`src/rtl/act_pkg.sv`:
```
// Shared definitions for the switching activity generator.
// Assumes: LFSR width is fixed at 32 bits; pattern codes are 2 bits.
package act_pkg;

    localparam int LFSR_W = 32;

    typedef enum logic [1:0] {
        PAT_SINGLE = 2'd0,
        PAT_OCTET  = 2'd1,
        PAT_NIBBLE = 2'd2,
        PAT_ALT    = 2'd3
    } pat_e;

    // One shift of the maximal-length 32-bit LFSR (taps 32,22,2,1).
    function automatic logic [LFSR_W-1:0] lfsr_next(input logic [LFSR_W-1:0] s);
        return {s[LFSR_W-2:0], s[31] ^ s[21] ^ s[1] ^ s[0]};
    endfunction

endpackage

```
`src/rtl/act_lfsr.sv`:
```
// Free-running pseudo-random source for the RAM traffic and the XOR input.
// Assumes: SEED is nonzero, so the sequence never locks at zero.
module act_lfsr
    import act_pkg::*;
#(
    parameter logic [LFSR_W-1:0] SEED = 32'h1D87_2B41
) (
    input  logic              clk,
    input  logic              rst_n,
    input  logic              en,
    output logic [LFSR_W-1:0] state
);

    logic [LFSR_W-1:0] s_q;

    // Advance one step per enabled cycle; reload the seed on reset.
    always_ff @(posedge clk) begin
        if (!rst_n)  s_q <= SEED;
        else if (en) s_q <= lfsr_next(s_q);
    end

    assign state = s_q;

endmodule

```
`src/rtl/act_shift_chain.sv`:
```
// Circulating shift chain whose switching rate is set by the seed loaded
// into it. Assumes: the load is honoured only while the chain is idle.
module act_shift_chain
    import act_pkg::*;
#(
    parameter int LEN = 64
) (
    input  logic           clk,
    input  logic           rst_n,
    input  logic           en,
    input  logic           load,
    input  logic [1:0]     sel,
    output logic [LEN-1:0] chain
);

    logic [LEN-1:0] seed_w;
    logic [LEN-1:0] chain_q;
    pat_e           sel_e;

    assign sel_e = pat_e'(sel);

    // Each seed bit is a constant per pattern, picked by the select.
    for (genvar i = 0; i < LEN; i++) begin : g_seed
        always_comb begin
            unique case (sel_e)
                PAT_SINGLE: seed_w[i] = (i == 0);
                PAT_OCTET:  seed_w[i] = (i % 8 == 0);
                PAT_NIBBLE: seed_w[i] = (i % 4 == 0);
                default:    seed_w[i] = (i % 2 == 0);
            endcase
        end
    end

    // Rotate toward the MSB when running; take the seed when idle and loading.
    always_ff @(posedge clk) begin
        if (!rst_n)        chain_q <= '0;
        else if (en)       chain_q <= {chain_q[LEN-2:0], chain_q[LEN-1]};
        else if (load)     chain_q <= seed_w;
    end

    assign chain = chain_q;

endmodule

```
`src/rtl/act_xor_cascade.sv`:
```
// Cascade of XOR stages, each v ^ (v << 1). In combinational mode the
// stages feed each other directly so glitches ripple; in pipelined mode
// each stage reads the previous stage register. Assumes STAGES >= 1.
module act_xor_cascade #(
    parameter int W      = 32,
    parameter int STAGES = 4
) (
    input  logic         clk,
    input  logic         rst_n,
    input  logic         en,
    input  logic         pipe_mode,
    input  logic [W-1:0] din,
    output logic [W-1:0] dout
);

    logic [W-1:0] stg_in [STAGES];
    logic [W-1:0] stg_w  [STAGES];
    logic [W-1:0] stg_q  [STAGES];

    for (genvar k = 0; k < STAGES; k++) begin : g_stage
        if (k == 0) begin : g_first
            assign stg_in[k] = din;
        end else begin : g_rest
            assign stg_in[k] = pipe_mode ? stg_q[k-1] : stg_w[k-1];
        end
        assign stg_w[k] = stg_in[k] ^ (stg_in[k] << 1);
    end

    // Register every stage result on each enabled cycle.
    always_ff @(posedge clk) begin
        for (int k = 0; k < STAGES; k++) begin
            if (!rst_n)  stg_q[k] <= '0;
            else if (en) stg_q[k] <= stg_w[k];
        end
    end

    assign dout = pipe_mode ? stg_q[STAGES-1] : stg_w[STAGES-1];

endmodule

```
`src/rtl/act_dpram.sv`:
```
// Simple dual-port RAM exercised on every enabled cycle: one write port,
// one registered read port. Per-word written flags make unwritten reads
// return zero. Assumes the read and write addresses differ in a cycle.
module act_dpram #(
    parameter int AW = 6,
    parameter int DW = 32
) (
    input  logic          clk,
    input  logic          rst_n,
    input  logic          en,
    input  logic [AW-1:0] waddr,
    input  logic [DW-1:0] wdata,
    input  logic [AW-1:0] raddr,
    output logic [DW-1:0] rdata
);

    localparam int DEPTH = 1 << AW;

    logic [DW-1:0]    mem [DEPTH];
    logic [DEPTH-1:0] wr_seen_q;
    logic [DW-1:0]    rd_q;

    // Storage array write, no reset so it maps to block memory.
    always_ff @(posedge clk) begin
        if (en) mem[waddr] <= wdata;
    end

    // Track which words have been written since reset.
    always_ff @(posedge clk) begin
        if (!rst_n)  wr_seen_q <= '0;
        else if (en) wr_seen_q[waddr] <= 1'b1;
    end

    // Registered read of the word held before this edge.
    always_ff @(posedge clk) begin
        if (!rst_n)  rd_q <= '0;
        else if (en) rd_q <= wr_seen_q[raddr] ? mem[raddr] : '0;
    end

    assign rdata = rd_q;

endmodule

```
`src/rtl/activity_gen.sv`:
```
// Top of the switching activity generator. Ties the shift chain, toggle
// bank, XOR cascade and RAM together and folds all activity into a
// divided heartbeat. Assumes XOR_W <= CHAIN_LEN, XOR_W <= 32, RAM_DW <= 32.
module activity_gen
    import act_pkg::*;
#(
    parameter int                CHAIN_LEN  = 64,
    parameter int                TOG_W      = 32,
    parameter int                XOR_W      = 32,
    parameter int                XOR_STAGES = 4,
    parameter int                RAM_AW     = 6,
    parameter int                RAM_DW     = 32,
    parameter int                RD_OFFSET  = 17,
    parameter int                HB_DIV_W   = 8,
    parameter logic [LFSR_W-1:0] LFSR_SEED  = 32'h1D87_2B41
) (
    input  logic       clk,
    input  logic       rst_n,
    input  logic       run_en,
    input  logic [1:0] pat_sel,
    input  logic       pat_load,
    input  logic       pipe_mode,
    output logic       heartbeat
);

    logic [LFSR_W-1:0]    lfsr_w;
    logic [CHAIN_LEN-1:0] chain_w;
    logic [TOG_W-1:0]     tog_q;
    logic [XOR_W-1:0]     xor_in_w;
    logic [XOR_W-1:0]     xor_out_w;
    logic [RAM_AW-1:0]    waddr_w;
    logic [RAM_AW-1:0]    raddr_w;
    logic [RAM_DW-1:0]    rdata_w;
    logic                 fold_w;
    logic [HB_DIV_W-1:0]  hb_q;

    act_lfsr #(.SEED(LFSR_SEED)) u_lfsr (
        .clk   (clk),
        .rst_n (rst_n),
        .en    (run_en),
        .state (lfsr_w)
    );

    act_shift_chain #(.LEN(CHAIN_LEN)) u_chain (
        .clk   (clk),
        .rst_n (rst_n),
        .en    (run_en),
        .load  (pat_load),
        .sel   (pat_sel),
        .chain (chain_w)
    );

    // Toggle bank: every flop inverts on each enabled cycle.
    always_ff @(posedge clk) begin
        if (!rst_n)      tog_q <= '0;
        else if (run_en) tog_q <= ~tog_q;
    end

    assign xor_in_w = chain_w[XOR_W-1:0] ^ lfsr_w[XOR_W-1:0];

    act_xor_cascade #(.W(XOR_W), .STAGES(XOR_STAGES)) u_xor (
        .clk       (clk),
        .rst_n     (rst_n),
        .en        (run_en),
        .pipe_mode (pipe_mode),
        .din       (xor_in_w),
        .dout      (xor_out_w)
    );

    assign waddr_w = lfsr_w[RAM_AW-1:0];
    assign raddr_w = waddr_w + RAM_AW'(RD_OFFSET);

    act_dpram #(.AW(RAM_AW), .DW(RAM_DW)) u_ram (
        .clk   (clk),
        .rst_n (rst_n),
        .en    (run_en),
        .waddr (waddr_w),
        .wdata (lfsr_w[RAM_DW-1:0]),
        .raddr (raddr_w),
        .rdata (rdata_w)
    );

    assign fold_w = (^chain_w) ^ (^tog_q) ^ (^xor_out_w) ^ (^rdata_w);

    // Heartbeat divider: accumulate the fold bit on each enabled cycle.
    always_ff @(posedge clk) begin
        if (!rst_n)      hb_q <= '0;
        else if (run_en) hb_q <= hb_q + HB_DIV_W'(fold_w);
    end

    assign heartbeat = hb_q[HB_DIV_W-1];

endmodule

```
`config.mk`:
```
export PLATFORM = sky130hd
export DESIGN_NAME = activity_gen
export DESIGN_NICKNAME = d
export VERILOG_FILES = /design/src/rtl/act_pkg.sv /design/src/rtl/act_lfsr.sv /design/src/rtl/act_shift_chain.sv /design/src/rtl/act_xor_cascade.sv /design/src/rtl/act_dpram.sv /design/src/rtl/activity_gen.sv
export SDC_FILE = /design/constraint.sdc
export NUM_CORES = 2
export LEC_CHECK = 0
export CAP_MARGIN = 20
export CORE_ASPECT_RATIO = 1.25
export CORE_UTILIZATION = 55
export CTS_BUF_LIST = sky130_fd_sc_hd__clkbuf_16
export CTS_CLUSTER_DIAMETER = 30
export DETAILED_ROUTE_END_ITERATION = 10
export GPL_TIMING_DRIVEN = 1
export PLACE_DENSITY_LB_ADDON = 0.25
export SKIP_CTS_REPAIR_TIMING = 1
export SYNTH_ARGS = -nofsm -noshare
export SYNTH_HDL_FRONTEND = slang
export SYNTH_SLANG_ARGS = --single-unit
```
`constraint.sdc`:
```
create_clock -name clk -period 7.5 [get_ports clk]
set_input_delay 0.75 -clock clk [delete_from_list [all_inputs] [get_ports clk]]
set_output_delay 0.75 -clock clk [all_outputs]
set_load 0.005 [all_outputs]
```
==> flow_summary.yaml <==
logic_synthesis:
  synth_enable_flop_cells: 2176
  yosysUniqueCellTypes: 47
  ys_async_sr_fraction: 0
  seq_area_frac_synth: 0.7323
  synth_top_area_share: 0.6837
  ys_seq_elements: 2408
  avgSynthCellArea_sq_um: 18.23
  syn_area_sq_um: 95580
  ys.warnings.count: 0
  synth_nets: 5252
  synth_cells: 5242
  yosys_most_used_dff: "edfxtp_1"
  synth_area_leader_cell: "edfxtp_1"
  synth_area_leaders: "edfxtp_1 68%, mux4_2 12%, dfxtp_1 4.9%"
placement:
  dp_cells: 7325
  hpwlAfterDp_um: 132200
  place_area_sq_um: 99150
  io_buffers: 7
  gp_congestion: 0.9028
cts:
  root_buffer: "clkbuf_16"
  cts_max_level: 5
  cts_max_path_buffers: 4
  clk_pin_slew_ns: 0.05
  clock_sinks: 2408
  cts_tree: "built"
  clk_latency_ns: 0.97
  cts_buffers: 416
setup_path:
  worstSetupPathType: "reg -> reg"
  rrSetupSlack_ns: 2.34
  path_delay_family: "XOR/XNOR gates"
  required_ns: 8.32
  path_buf_inv: 1
  max_stage_delay_ns: 0.81
  start_kind: "flip-flop"
  arrival_ns: 5.98
  crit_fanout: 35
  slowest_stage: "dfxtp_2"
  crit_path_end_kind: "flip-flop"
  cp_cell_sequence: "buf_4 -> xnor2_1 -> xnor2_1 -> xnor2_1 -> xnor3_1 -> a21oi_1 -> xnor2_1 -> xnor3_2 -> xnor2_1 -> xnor2_1 -> ha_1 -> nand4_1 -> nor2_1 -> nand2_1 -> xnor2_1 -> and2_1"
  cp_common_cell: "xnor2_1"
power_and_ir_drop:
  sw_frac_of_total: 0.2349
  power.internal_mw: 28.47
  power_density_nw_per_um2: 328.7
  p_switching_mw: 8.741
  p_total_mw: 37.21
  p_leak_nw: 37.89
  ir_worst_vdd_mv: 0.2666
  p_seq_frac: 0.402
  power_frac_comb: 0.094
  clkPwrFrac: 0.504
run_status:
  outcome: "finished, final reports clean"
floorplanning:
  die_area_sq_um: 175500
  core_sq_um: 172100
  num_rows: 170
  die_w_um: 374.9
  io_pins: 8
  die_h_um: 468.1
  start_util: 0.5554
routing:
  routedWlPerCell_um: 30.65
  ant_nets: 0
  firstDrtPassIters: 8
  vias: 50805
  routed_via_density: 6.285
  drc_errors: 0
  drt_iter0_drc: 5839
  wl_um: 247700
sta:
  setup_viol: 0
  fmax_mhz: 193.6
  maxSlewViolCount: 0
  finClkSkew_ns: 0.08061
  period_needed_ns: 5.165
  worstMarginPinSlew_ns: 1.155
  fin_crit_sh: 0.6887
  hold_viol_final: 0
  slew_headroom: 0.2297
  rsz0062_at_grt: "no"
  setup-tns-final_ns: 0
global_routing:
  grt_first_pass_wirelength_um: 356800
  track_usage: 0.2852
  grt_pass1_vias: 52239
  antenna_found_initial: 10
  grt_overflow: 0
  grt_max_degree: 110
final_layout:
  area_delta_synth_final_pct: 18.44
  drive_gt1_frac: 0.2514
  nNetsFinal: 5518
  layout.cells.non_filler: 8083
  fin_area_sq_um: 113200
run:
  drv_cap: 0
worst_hold_path:
  hold_path_class: "in -> reg"
metrics by stage:
stage / hold slack [ns] / util / setup WS, ns
2_1_floorplan: 0.4354 / - / 1.729
3_3_place_gp: 0.4413 / 0.5762 / 2.291
3_5_place_dp: 0.4489 / 0.5762 / 2.259
4_1_cts: 0.04778 / 0.6577 / 2.254
5_1_grt: 0.1089 / 0.6578 / 1.904
6_report: 0.1125 / 0.6579 / 2.335
power by group through the flow:
stage                     Clock, mW  Combinational [mW]  Sequential (mW)
after global routing           19.5                3.71             15.0
after detailed placement          0                3.50             15.2
after floorplan                   0                2.34             15.3
after global placement            0                3.47             15.2
final                          18.7                3.49             15.0
after CTS                      18.9                3.52             15.0
cells in the mapped netlist, drive strengths merged (56+ instances only):
cell type	number
dfxtp	232
a22o	63
xnor2	313
edfxtp	2176
nand2	484
nand3	204
o21a	64
a21oi	63
buf	99
a211oi	62
mux4	528
nor2	201
nand4	66
and2	56
xor2	130
clkbuf	205
mux2i	70
layer usage:
layer,wire (um),track usage,share of wire
met1,88780,0.3480,0.36
met2,122500,0.4688,0.49
met3,18490,0.04981,0.075
met4,18020,0.1936,0.073
met5,0,0,0
logic make-up after synthesis:
group	Yosys count	share of synthesized area
DFF	2408	0.7323
and+or+nand+nor	1085	0.05074
muxes	599	0.1319
xor gates and xnor gates	450	0.04387
AOI/OAI and AO/OA	382	0.02820
buffers and inverters	315	0.01269
adders and majority gates	3	0.0003928
final timing paths:
path / startpoint / end / depth (start not counted)
max: u_lfsr.state[13]$_SDFFE_PN1P_ / hb_q[7]$_SDFFE_PN0P_ / 16
max reg2reg: u_lfsr.state[13]$_SDFFE_PN1P_ / hb_q[7]$_SDFFE_PN0P_ / 16
min: rst_n / u_lfsr.state[6]$_SDFFE_PN1P_ / 2
min reg2reg: u_ram.wr_seen_q[12]$_SDFFE_PN0P_ / u_ram.wr_seen_q[12]$_SDFFE_PN0P_ / 1
layout by cell type, fill, tap and decap left out, drive strengths merged, types with 32 or more instances in the layout:
cell type | synthesis | final
dfxtp | 232 | 232
mux2i | 70 | 70
bufinv | 0 | 56
xnor2 | 313 | 313
a32oi | 32 | 32
o21a | 64 | 64
clkinv | 1 | 141
nand3 | 204 | 204
o21ai | 51 | 51
a211oi | 62 | 62
clkbuf | 205 | 423
buf | 99 | 148
inv | 10 | 109
nand2 | 484 | 484
xor2 | 130 | 130
nand4 | 66 | 66
and2 | 56 | 56
a21oi | 63 | 63
mux4 | 528 | 528
a22o | 63 | 63
edfxtp | 2176 | 2176
nor2 | 201 | 201
clkinvlp | 0 | 36
state kept, by name, summed over array words and instances, names as in the netlist:
signal	flops
u_ram.rdata	32
u_ram.wr_seen_q	64
u_chain.chain	64
hb_q	8
tog_q	32
u_ram.mem	2048
u_lfsr.state	32
u_xor.stg_q	128
final cells by class:
cell class	instances	area, sq um
fill	11142	58870
timing repair buffer	152	1351
inverter	11	45.04
clock buffer	423	10590
tap	2236	2798
clock inverter	331	3431
antenna	3	7.507
multi-input combinational	2519	24950
sequential	2408	70040
(Power assumes the default switching activity.)
